File: config.mk
export PLATFORM = sky130hd
export DESIGN_NAME = pwr_latch_timer
export DESIGN_NICKNAME = d
export VERILOG_FILES = /design/src/rtl/pwr_latch_timer.sv
export SDC_FILE = /design/constraint.sdc
export NUM_CORES = 1
export LEC_CHECK = 0
export BUFFER_PORTS_ARGS = -buffer_cell sky130_fd_sc_hd__buf_2
export CELL_PAD_IN_SITES_DETAIL_PLACEMENT = 0
export CELL_PAD_IN_SITES_GLOBAL_PLACEMENT = 2
export CORE_MARGIN = 1
export CORE_UTILIZATION = 30
export CTS_CLUSTER_SIZE = 30
export DETAILED_ROUTE_END_ITERATION = 16
export GPL_TIMING_DRIVEN = 0
export PLACE_DENSITY = 0.63
export SYNTH_ARGS = -nofsm -noshare
export SYNTH_HDL_FRONTEND = slang
export SYNTH_SLANG_ARGS = --single-unit
File: constraint.sdc
create_clock -name clk -period 5.05 [get_ports clk]
set_clock_uncertainty 0.1 [all_clocks]
set_input_delay 0.7575 -clock clk [delete_from_list [all_inputs] [get_ports clk]]
set_output_delay 0.7575 -clock clk [all_outputs]
set_load 0.05 [all_outputs]
File: src/rtl/pwr_latch_timer.sv
module pwr_latch_timer #(
  parameter int CNT_W = 32,
  parameter int SEL_W = $clog2(CNT_W)
) (
  input  logic             clk,
  input  logic             rst_n,
  input  logic             tick,
  input  logic             start,
  input  logic             abort,
  input  logic [SEL_W-1:0] tap_sel,
  output logic             hold,
  output logic             done
);

  logic [CNT_W-1:0] cnt;
  logic [SEL_W-1:0] tap;
  logic [CNT_W-1:0] cnt_nxt;
  logic             expire;

  assign cnt_nxt = cnt + 1'b1;
  assign expire  = tick && cnt_nxt[tap];

  always_ff @(posedge clk) begin
    if (!rst_n) begin
      hold <= 1'b0;
      done <= 1'b0;
      cnt  <= '0;
      tap  <= SEL_W'(1);
    end else begin
      done <= 1'b0;
      if (!hold) begin
        if (start && !abort) begin
          hold <= 1'b1;
          cnt  <= '0;
          tap  <= (tap_sel == '0) ? SEL_W'(1) : tap_sel;
        end
      end else if (abort) begin
        hold <= 1'b0;
      end else if (expire) begin
        hold <= 1'b0;
        done <= 1'b1;
      end else if (tick) begin
        cnt <= cnt_nxt;
      end
    end
  end

  a_r2_start_sets_hold: assert property (@(posedge clk) disable iff (!rst_n)
    !hold && start && !abort |=> hold);
  a_r3_idle_tick_keeps_hold: assert property (@(posedge clk) disable iff (!rst_n)
    hold && !tick && !abort |=> hold);
  a_r5_done_after_fall: assert property (@(posedge clk) disable iff (!rst_n)
    done |-> !hold && $past(hold));
  a_r5_done_single: assert property (@(posedge clk) disable iff (!rst_n)
    done |=> !done);
  a_r6_abort_quiet: assert property (@(posedge clk) disable iff (!rst_n)
    hold && abort |=> !hold && !done);
  a_r10_idle_abort_wins: assert property (@(posedge clk) disable iff (!rst_n)
    !hold && abort |=> !hold);

endmodule

# Word-level counts from Yosys, hierarchy flattened
# Cells that the tools add are included.
[classes] add_sub_neg=1 n_lt_le_gt_ge=1 n_eq_ne=3 mux=13 n_bitwise=2 reduce_logical=8
[ops] operator="$mux W32" count=5
[ops] operator="$add A32 B1 Y32 const B" count=1
[ops] operator="$lt A5 B6 Y1 const B" count=1
[ops] operator="$mux W1" count=6
[ops] operator="$ne A2 B2 Y1 const B" count=3
[ops] operator="$bmux W1 S5" count=1
[ops] operator="$logic_not A5 Y1" count=1
[ops] operator="$mux W5" count=1
[ops] operator="$reduce_and A4 Y1" count=1
[ops] operator="$reduce_or A3 Y1" count=1
[ops] operator="$logic_and A1 B1 Y1" count=2
[ops] operator="$not A1 Y1" count=2
[ops] operator="$reduce_and A2 Y1" count=1
[ops] operator="$reduce_bool A2 Y1" count=1
[ops] operator="$logic_not A1 Y1" count=1
[word_totals] ff_bits=39 inputBits=10 out_inout_bits=2 wordCells=32

# Longest topological paths before layout
# Gate-level depths: netlist of run 1.
[logic_depth] depth_word=7 mapped_depth=14 mapped_depth_nobuf=10

# Least setup slack after synthesis of run 1
# Ideal clock, no wire load.
[synth_path] path_kind="register -> register" start="register cnt[6]" end="register cnt[11]" setup_time_ns=0.120 arrival_ns=3.281 path_slack_ns=1.549 path_stages_with_launch=14 synth_period_minus_slack_ns=3.501 path_cell_list="dfxtp_1 > buf_2 > nand4_1 > buf_2 > nor4_1 > xor2_1 > a311o_1 > or4_2 > o311ai_2 > o311ai_4 > and3_1 > buf_6 > buf_8 > a211o_1"
[synth_via] elab_chain_cells=6 elab_cells_between_ends=10 cone_classes="add/sub: 1; eq/ne: 1; mux: 6; reduce/logical: 2"
[synth_rtl] element="start, declared" line="15" text="logic [CNT_W-1:0] cnt;"
[synth_rtl] element="start signal, assigned" line="43" text="cnt <= cnt_nxt;"
[synth_rtl] element="$add A32 B1 Y32 (*)" line="20" text="assign cnt_nxt = cnt + 1'b1;"
[synth_rtl] element="$bmux W1 S5" line="21" text="assign expire = tick && cnt_nxt[tap];"
[synth_rtl] element="$mux W1 (not written as such)" line="21"
[synth_rtl] element="$logic_and A1 B1 Y1" line="21"
[synth_rtl] element="$ne A2 B2 Y1 (no source line)"
[synth_rtl] element="$reduce_and A4 Y1 (no source line)"
# Mark *: on every way between the ends. The rest lies on a longest branch, timed or not. The select of a mux whose other input is x is not followed.
# A chain may end at the register's enable or synchronous reset.

# Worst setup path in the final report of run 1
[layout_path] start="register cnt[7]" end="register cnt[29]"
# The elaborated chain is that of the path after synthesis.

==> run_results.csv, run 1 <==
group,metric,value,unit
clocking,cts_tree,"done",
yosys,synth_top_family_by_area,"simple AND/OR/NAND/NOR gates",
yosys,synth.top_cell.area_share,26.7,%
critical_path,max_stage_delay,0.63,ns
floorplanning,die-area,10200,sq um
yosys,netlist_area,2930,sq um
layout,fillers,1001,
yosys,synth_top_cell_by_area,"dfxtp_1",
placed_design,preCtsSetupSlack,0.773,ns
yosys,synth_area_per_cell,7.96,sq um
clocking,clkTransAtPathRegs,0.10,ns
sta,grt_setup_unrepaired,"no",
route,drtPass1Iterations,4,
layout,nNetsFinal,397,
yosys,ys_seq_area_share,26.7,%
yosys,synth_seq_cells,39,
sta,setup_tns,0,ns
yosys,synth_fa_ha_area_share,0.427,%
critical_path,worst-path-buf-inv,2,
yosys,yosys.area_share.simple,35.2,%
critical_path,path_cells,"nand3_1 > or3_1 > clkbuf_1 > nor4_1 > nor3_1 > a2111oi_0 > nor3b_2 > o31ai_2 > clkbuf_1 > nor4_1 > a211o_1",
sta,period_share,86.5,%
critical_path,crit_family,"simple AND/OR/NAND/NOR gates",
hold_path,hold_class,"reg2reg",
critical_path,worst-endpoint-arrival,4.46,ns
yosys,netlist_top_cells_area,"dfxtp_1 (27%), nand3_1 (4.1%), a21oi_1 (3.8%)",
yosys,async_flop_share,0,%
sta,tightest_slew,0.716,ns
route,via_count,2909,
global_routing,antenna_found_initial,0,
layout,syn_to_final_growth,11.4,%
critical_path,slowest_stage,"a2111oi_0",
floorplanning,core-area,9330,sq um
clocking,cts_max_level,2,
floorplanning,num_io_pins,12,
clocking,ctsHoldBuffers,0,
sta,finalSetupViolCount,0,
sta,setup_ws,0.681,ns
clocking,insertion_delay,0.30,ns
yosys,syn_nets,379,
floorplanning,rows,35,
layout,diodes,0,
critical_path,endpoint_kind,"register",
floorplanning,fp.dieH,101,microns
clocking,post_cts_buffers,0,
floorplanning,fp.dieW,101,microns
sta,slew_headroom,52.2,%
route,totalWireLength,10300,microns
flow_run,drv_cap,0,
sta,hold_slack,0.423,ns
critical_path,worstSetupPathType,"reg2reg",
critical_path,start_kind,"register",
route,vias_per_cell,5.64,
sta,fin_crit,4.37,ns
yosys,synth_compound_area_share,24.7,%
yosys,synthFlopType,"dfxtp_1",
status,status,"completed",
global_routing,met2_usage,35.6,%
route,drc,0,
clocking,cts_buffers,5,
clocking,cts-root-buf,"clkbuf_8",
yosys,synthCells,368,
sta,slew_violations,0,
critical_path,crit_fanout,10,
global_routing,first_global_vias,2780,
global_routing,grt_pass1_wl,16400,microns
power,p_leak,1.16,nW
global_routing,gr-total-overflow,0,
yosys,synth_edf_count,0,
sta,finalHoldViolCount,0,
yosys,muxShareOfSynthArea,2.22,%
yosys,synth-xor-area-share,2.99,%
route,ant_nets,0,
clocking,cts_resized,0,
floorplanning,start_util,31.4,%
global_routing,grt.total_usage,21.8,%
sta,timing.fmax,229,MHz
route,drt_iter0_drc,131,
clocking,cts.path.max_buffers,2,
global_routing,grt_use_met3,2.84,%
route,wl_per_cell,19.9,microns
critical_path,cp_data_required_time,5.15,ns
power,vdd_ir_drop_max,0.0928,mV
placed_design,io_buffers,11,
global_routing,use_met1,30.2,%
yosys,synth_warnings,0,
placed_design,dpl.hpwl,7630,microns
global_routing,grt-busiest-layer,"met2",
layout,drive_above_1_share,17.8,%
placed_design,place_congestion,0.816,
clocking,clock_sinks,39,
power,cellPowerDensity,207,nW/um^2
global_routing,grt_max_degree,13,
yosys,yosysUniqueCellTypes,72,
power,finalPower,0.000675,W
final cells by class:
class                   instances  area [sq um]  share of cell area [%]
multi-input cells             291          1920                    58.8
flip-flops and latches         39           781                    23.9
plain buffers                  28           191                    5.87
well taps                     129           161                    4.95
clock buffers                   6          82.6                    2.53
repair buffers                 11          55.1                    1.69
inverters                      10          37.5                    1.15
clock inverters                 2          35.0                    1.07
cells by family after synthesis:
| family | Yosys count |
|---|---|
| multiplexers | 6 |
| flip-flops | 39 |
| AND/OR/NAND/NOR | 177 |
| AO/OA/AOI/OAI | 97 |
| XOR/XNOR | 10 |
| buffers and inverters | 38 |
| adder cells (fa/ha/maj) | 1 |
through the flow:
stage	utilization, %	cells	instance area [sq um]
global route	35.0	516	3260
finish	35.0	516	3260
global placement	33.7	508	3140
floorplan	-	368	2930
detailed placement	33.7	508	3140
CTS	35.0	516	3260
worst reg2reg max path, delay by kind of cell (launching register included):
kind	cells	cell delay (ns)
buffers and inverters	2	0.83
flip-flops	1	0.49
AO/OA/AOI/OAI	3	1.35
AND/OR/NAND/NOR	6	1.49
final timing paths:
path / slack [ns] / end / cells past startpoint / startpoint
setup / recovery: 0.68 / cnt[29]$_SDFFE_PN0P_ / 11 / cnt[7]$_SDFFE_PN0P_
hold / removal: 0.42 / cnt[1]$_SDFFE_PN0P_ / 2 / cnt[1]$_SDFFE_PN0P_
setup reg to reg: 0.68 / cnt[29]$_SDFFE_PN0P_ / 11 / cnt[7]$_SDFFE_PN0P_
hold reg to reg: 0.42 / cnt[1]$_SDFFE_PN0P_ / 2 / cnt[1]$_SDFFE_PN0P_
registers in the layout (all words and copies together), names as in the netlist:
register and cells:
cnt 32, done 1, hold 1, tap 5
synthesized netlist by cell type (3+ instances only):
cell / n
xnor2_1: 4
clkbuf_1: 8
nor2b_1: 3
dfxtp_1: 39
nor2_1: 15
o211ai_1: 4
and2_1: 3
nand3_1: 24
o21ai_0: 16
nand4_1: 12
buf_4: 4
nor4_1: 13
a211o_1: 9
or3_2: 3
buf_2: 8
or3_1: 6
a221o_2: 3
and3_1: 15
nand2b_1: 8
a21oi_1: 22
and4_1: 6
nand2_1: 29
a21o_1: 4
a21o_2: 4
nor3b_1: 3
mux2i_1: 5
o31ai_1: 5
or4_1: 5
xor2_1: 6
nor3_1: 17
buf_6: 5
inv_1: 10
placed cells by master (no fill, tap or decap), drive strengths merged, types with 3 or more instances in the layout:
cell type and instances:
a211o 9, a211oi 3, a21o 8, a21oi 22, a221o 3, and2 4, and3 16, and4 7
buf 30, clkbuf 15, dfxtp 39, inv 10, mux2i 5, nand2 29, nand2b 8, nand3 24
nand4 13, nor2 15, nor2b 3, nor3 17, nor3b 4, nor4 15, o211ai 4, o21ai 17
o31a 3, o31ai 6, or3 9, or4 9, xnor2 4, xor2 6
power breakdown:
group | switching (W) | total [W] | internal, W
Combinational | 0.0000477 | 0.0000733 | 0.0000255
Clock | 0.000128 | 0.000289 | 0.000160
Sequential | 0.00000279 | 0.000313 | 0.000310
metal layers:
layer  up-vias  share of wire (%)
met5         -                  0
met3        12                3.8
met1      1378                 50
met4         0                1.1
li1       1453                  -
met2        66                 45
Power figures use the tool's default switching activity.
==> inputs of run 2 (changes only) <==
--- a/config.mk
+++ b/config.mk
@@ -12,7 +12,6 @@
 export CORE_UTILIZATION = 30
 export CTS_CLUSTER_SIZE = 30
 export DETAILED_ROUTE_END_ITERATION = 16
-export GPL_TIMING_DRIVEN = 0
 export PLACE_DENSITY = 0.63
 export SYNTH_ARGS = -nofsm -noshare
 export SYNTH_HDL_FRONTEND = slang
==> run_results.csv, run 2 (synthesized netlist as in run 1, its figures left out) <==
group,metric,value,unit
route,totalWireLength,9440,microns
flow_run,drv_cap,0,
power,cellPowerDensity,200,nW/um^2
critical_path,crit_fanout,12,
power,switchingPower,0.000179,W
route,drt_iter0_drc,161,
sta,finalHoldViolCount,0,
critical_path,start_kind,"register",
global_routing,grt_max_degree,21,
global_routing,gr-total-overflow,0,
sta,timing.fmax,238,MHz
global_routing,first_global_vias,2695,
route,vias_per_cell,5.82,
clocking,cts_buffers,5,
route,via_count,2880,
floorplanning,rows,35,
sta,period_share,83.3,%
layout,largest_reg_flops,32,
layout,drive_above_1_share,15.3,%
sta,setup_tns,0,ns
route,drc,0,
sta,slew_violations,0,
sta,tightest_slew,0.714,ns
sta,fin_crit,4.21,ns
layout,final_common_cell,"dfxtp_1",
floorplanning,num_io_pins,12,
clocking,cts_max_level,2,
global_routing,grt_pass1_wl,15600,microns
critical_path,endpoint_kind,"register",
power,p_comb_share,10.2,%
global_routing,antenna_found_initial,0,
sta,finalSetupViolCount,0,
floorplanning,core-area,9330,sq um
layout,reg_top3,"cnt: 32 flops, tap: 5 flops",
critical_path,worst-endpoint-arrival,4.31,ns
placed_design,place_congestion,0.783,
placed_design,io_buffers,11,
clocking,insertion_delay,0.31,ns
clocking,clock_sinks,39,
clocking,ctsHoldBuffers,0,
floorplanning,fp.dieH,101,microns
floorplanning,die-area,10200,sq um
placed_design,dpl.hpwl,6840,microns
clocking,clkTransAtPathRegs,0.09,ns
layout,top_register,"cnt",
power,vdd_ir_drop_max,0.0734,mV
power,p_clk_share,39.2,%
hold_path,hold_class,"reg2reg",
power,p_leak,1.07,nW
layout,syn_to_final_growth,6.03,%
power,swShare,28.7,%
sta,grt_setup_unrepaired,"no",
status,status,"completed",
critical_path,worstSetupPathType,"reg2reg",
sta,hold_slack,0.426,ns
route,ant_nets,0,
power,p_seq_share,50.6,%
clocking,cts_resized,0,
clocking,cts-root-buf,"clkbuf_8",
critical_path,cp_data_required_time,5.16,ns
sta,slew_headroom,52.0,%
floorplanning,start_util,31.4,%
placed_design,dp.cells,487,
route,wl_per_cell,19.1,microns
route,drtPass1Iterations,4,
clocking,cts_tree,"done",
layout,diodes,0,
clocking,cts.path.max_buffers,2,
global_routing,grt.total_usage,20.4,%
layout,instances_no_fill,495,
layout,final_cell_mix,"dfxtp_1 (39), nand2_1 (29), nand3_1 (24)",
clocking,post_cts_buffers,0,
layout,nNetsFinal,376,
floorplanning,fp.dieW,101,microns
power,intPower,0.000443,W
-- run 2: critical path: stages, from the launching register on --
cell and delay, ns:
dfxtp_1 0.52, nand4_1 0.45, nor4_1 0.65, xor2_1 0.16
a311o_1 0.38, or4_2 0.68, o311ai_2 0.17, o311ai_4 0.21
and3_1 0.26, buf_4 0.19, a221o_2 0.33
-- run 2: final cells by class --
type,count,area [sq um]
Clock buffer,6,82.6
Sequential cell,39,781
Fill cell,1023,6220
Multi-Input combinational cell,291,1920
Tap cell,129,161
Timing Repair Buffer,18,108
Clock inverter,2,16.3
Inverter,10,37.5
-- run 2: through the flow --
step	total power, W	util (%)	setup WS, ns	cell area (sq um)
final	0.000622	33.3	0.844	3100
after global routing	0.000654	33.3	0.466	3100
after CTS	0.000633	33.3	0.786	3100
after detailed placement	0.000386	32.2	0.807	3010
after global placement	0.000386	32.2	0.907	3010
after floorplan	0.000367	-	1.55	2930
-- run 2: per-layer routing --
metal  routed length (microns)  global-route usage [%]
met4                       233                    6.91
met5                         0                       0
met2                      4350                    32.2
met1                      4360                    27.8
met3                       503                    4.02
-- run 2: power groups by stage --
stage | sequential [W] | combinational, W | clock (W)
floorplan | 0.000321 | 0.0000463 | 0
global placement | 0.000322 | 0.0000642 | 0
detailed placement | 0.000322 | 0.0000634 | 0
CTS | 0.000315 | 0.0000636 | 0.000254
global route | 0.000316 | 0.0000697 | 0.000269
finish | 0.000315 | 0.0000634 | 0.000244
-- run 2: path summary, 6_finish.rpt --
kind / cells after the start / end / from / slack, ns
setup / recovery: 10 / cnt[3]$_SDFFE_PN0P_ / cnt[3]$_SDFFE_PN0P_ / 0.84
hold / removal: 2 / cnt[1]$_SDFFE_PN0P_ / cnt[1]$_SDFFE_PN0P_ / 0.43
setup reg to reg: 10 / cnt[3]$_SDFFE_PN0P_ / cnt[3]$_SDFFE_PN0P_ / 0.84
hold reg to reg: 2 / cnt[1]$_SDFFE_PN0P_ / cnt[1]$_SDFFE_PN0P_ / 0.43
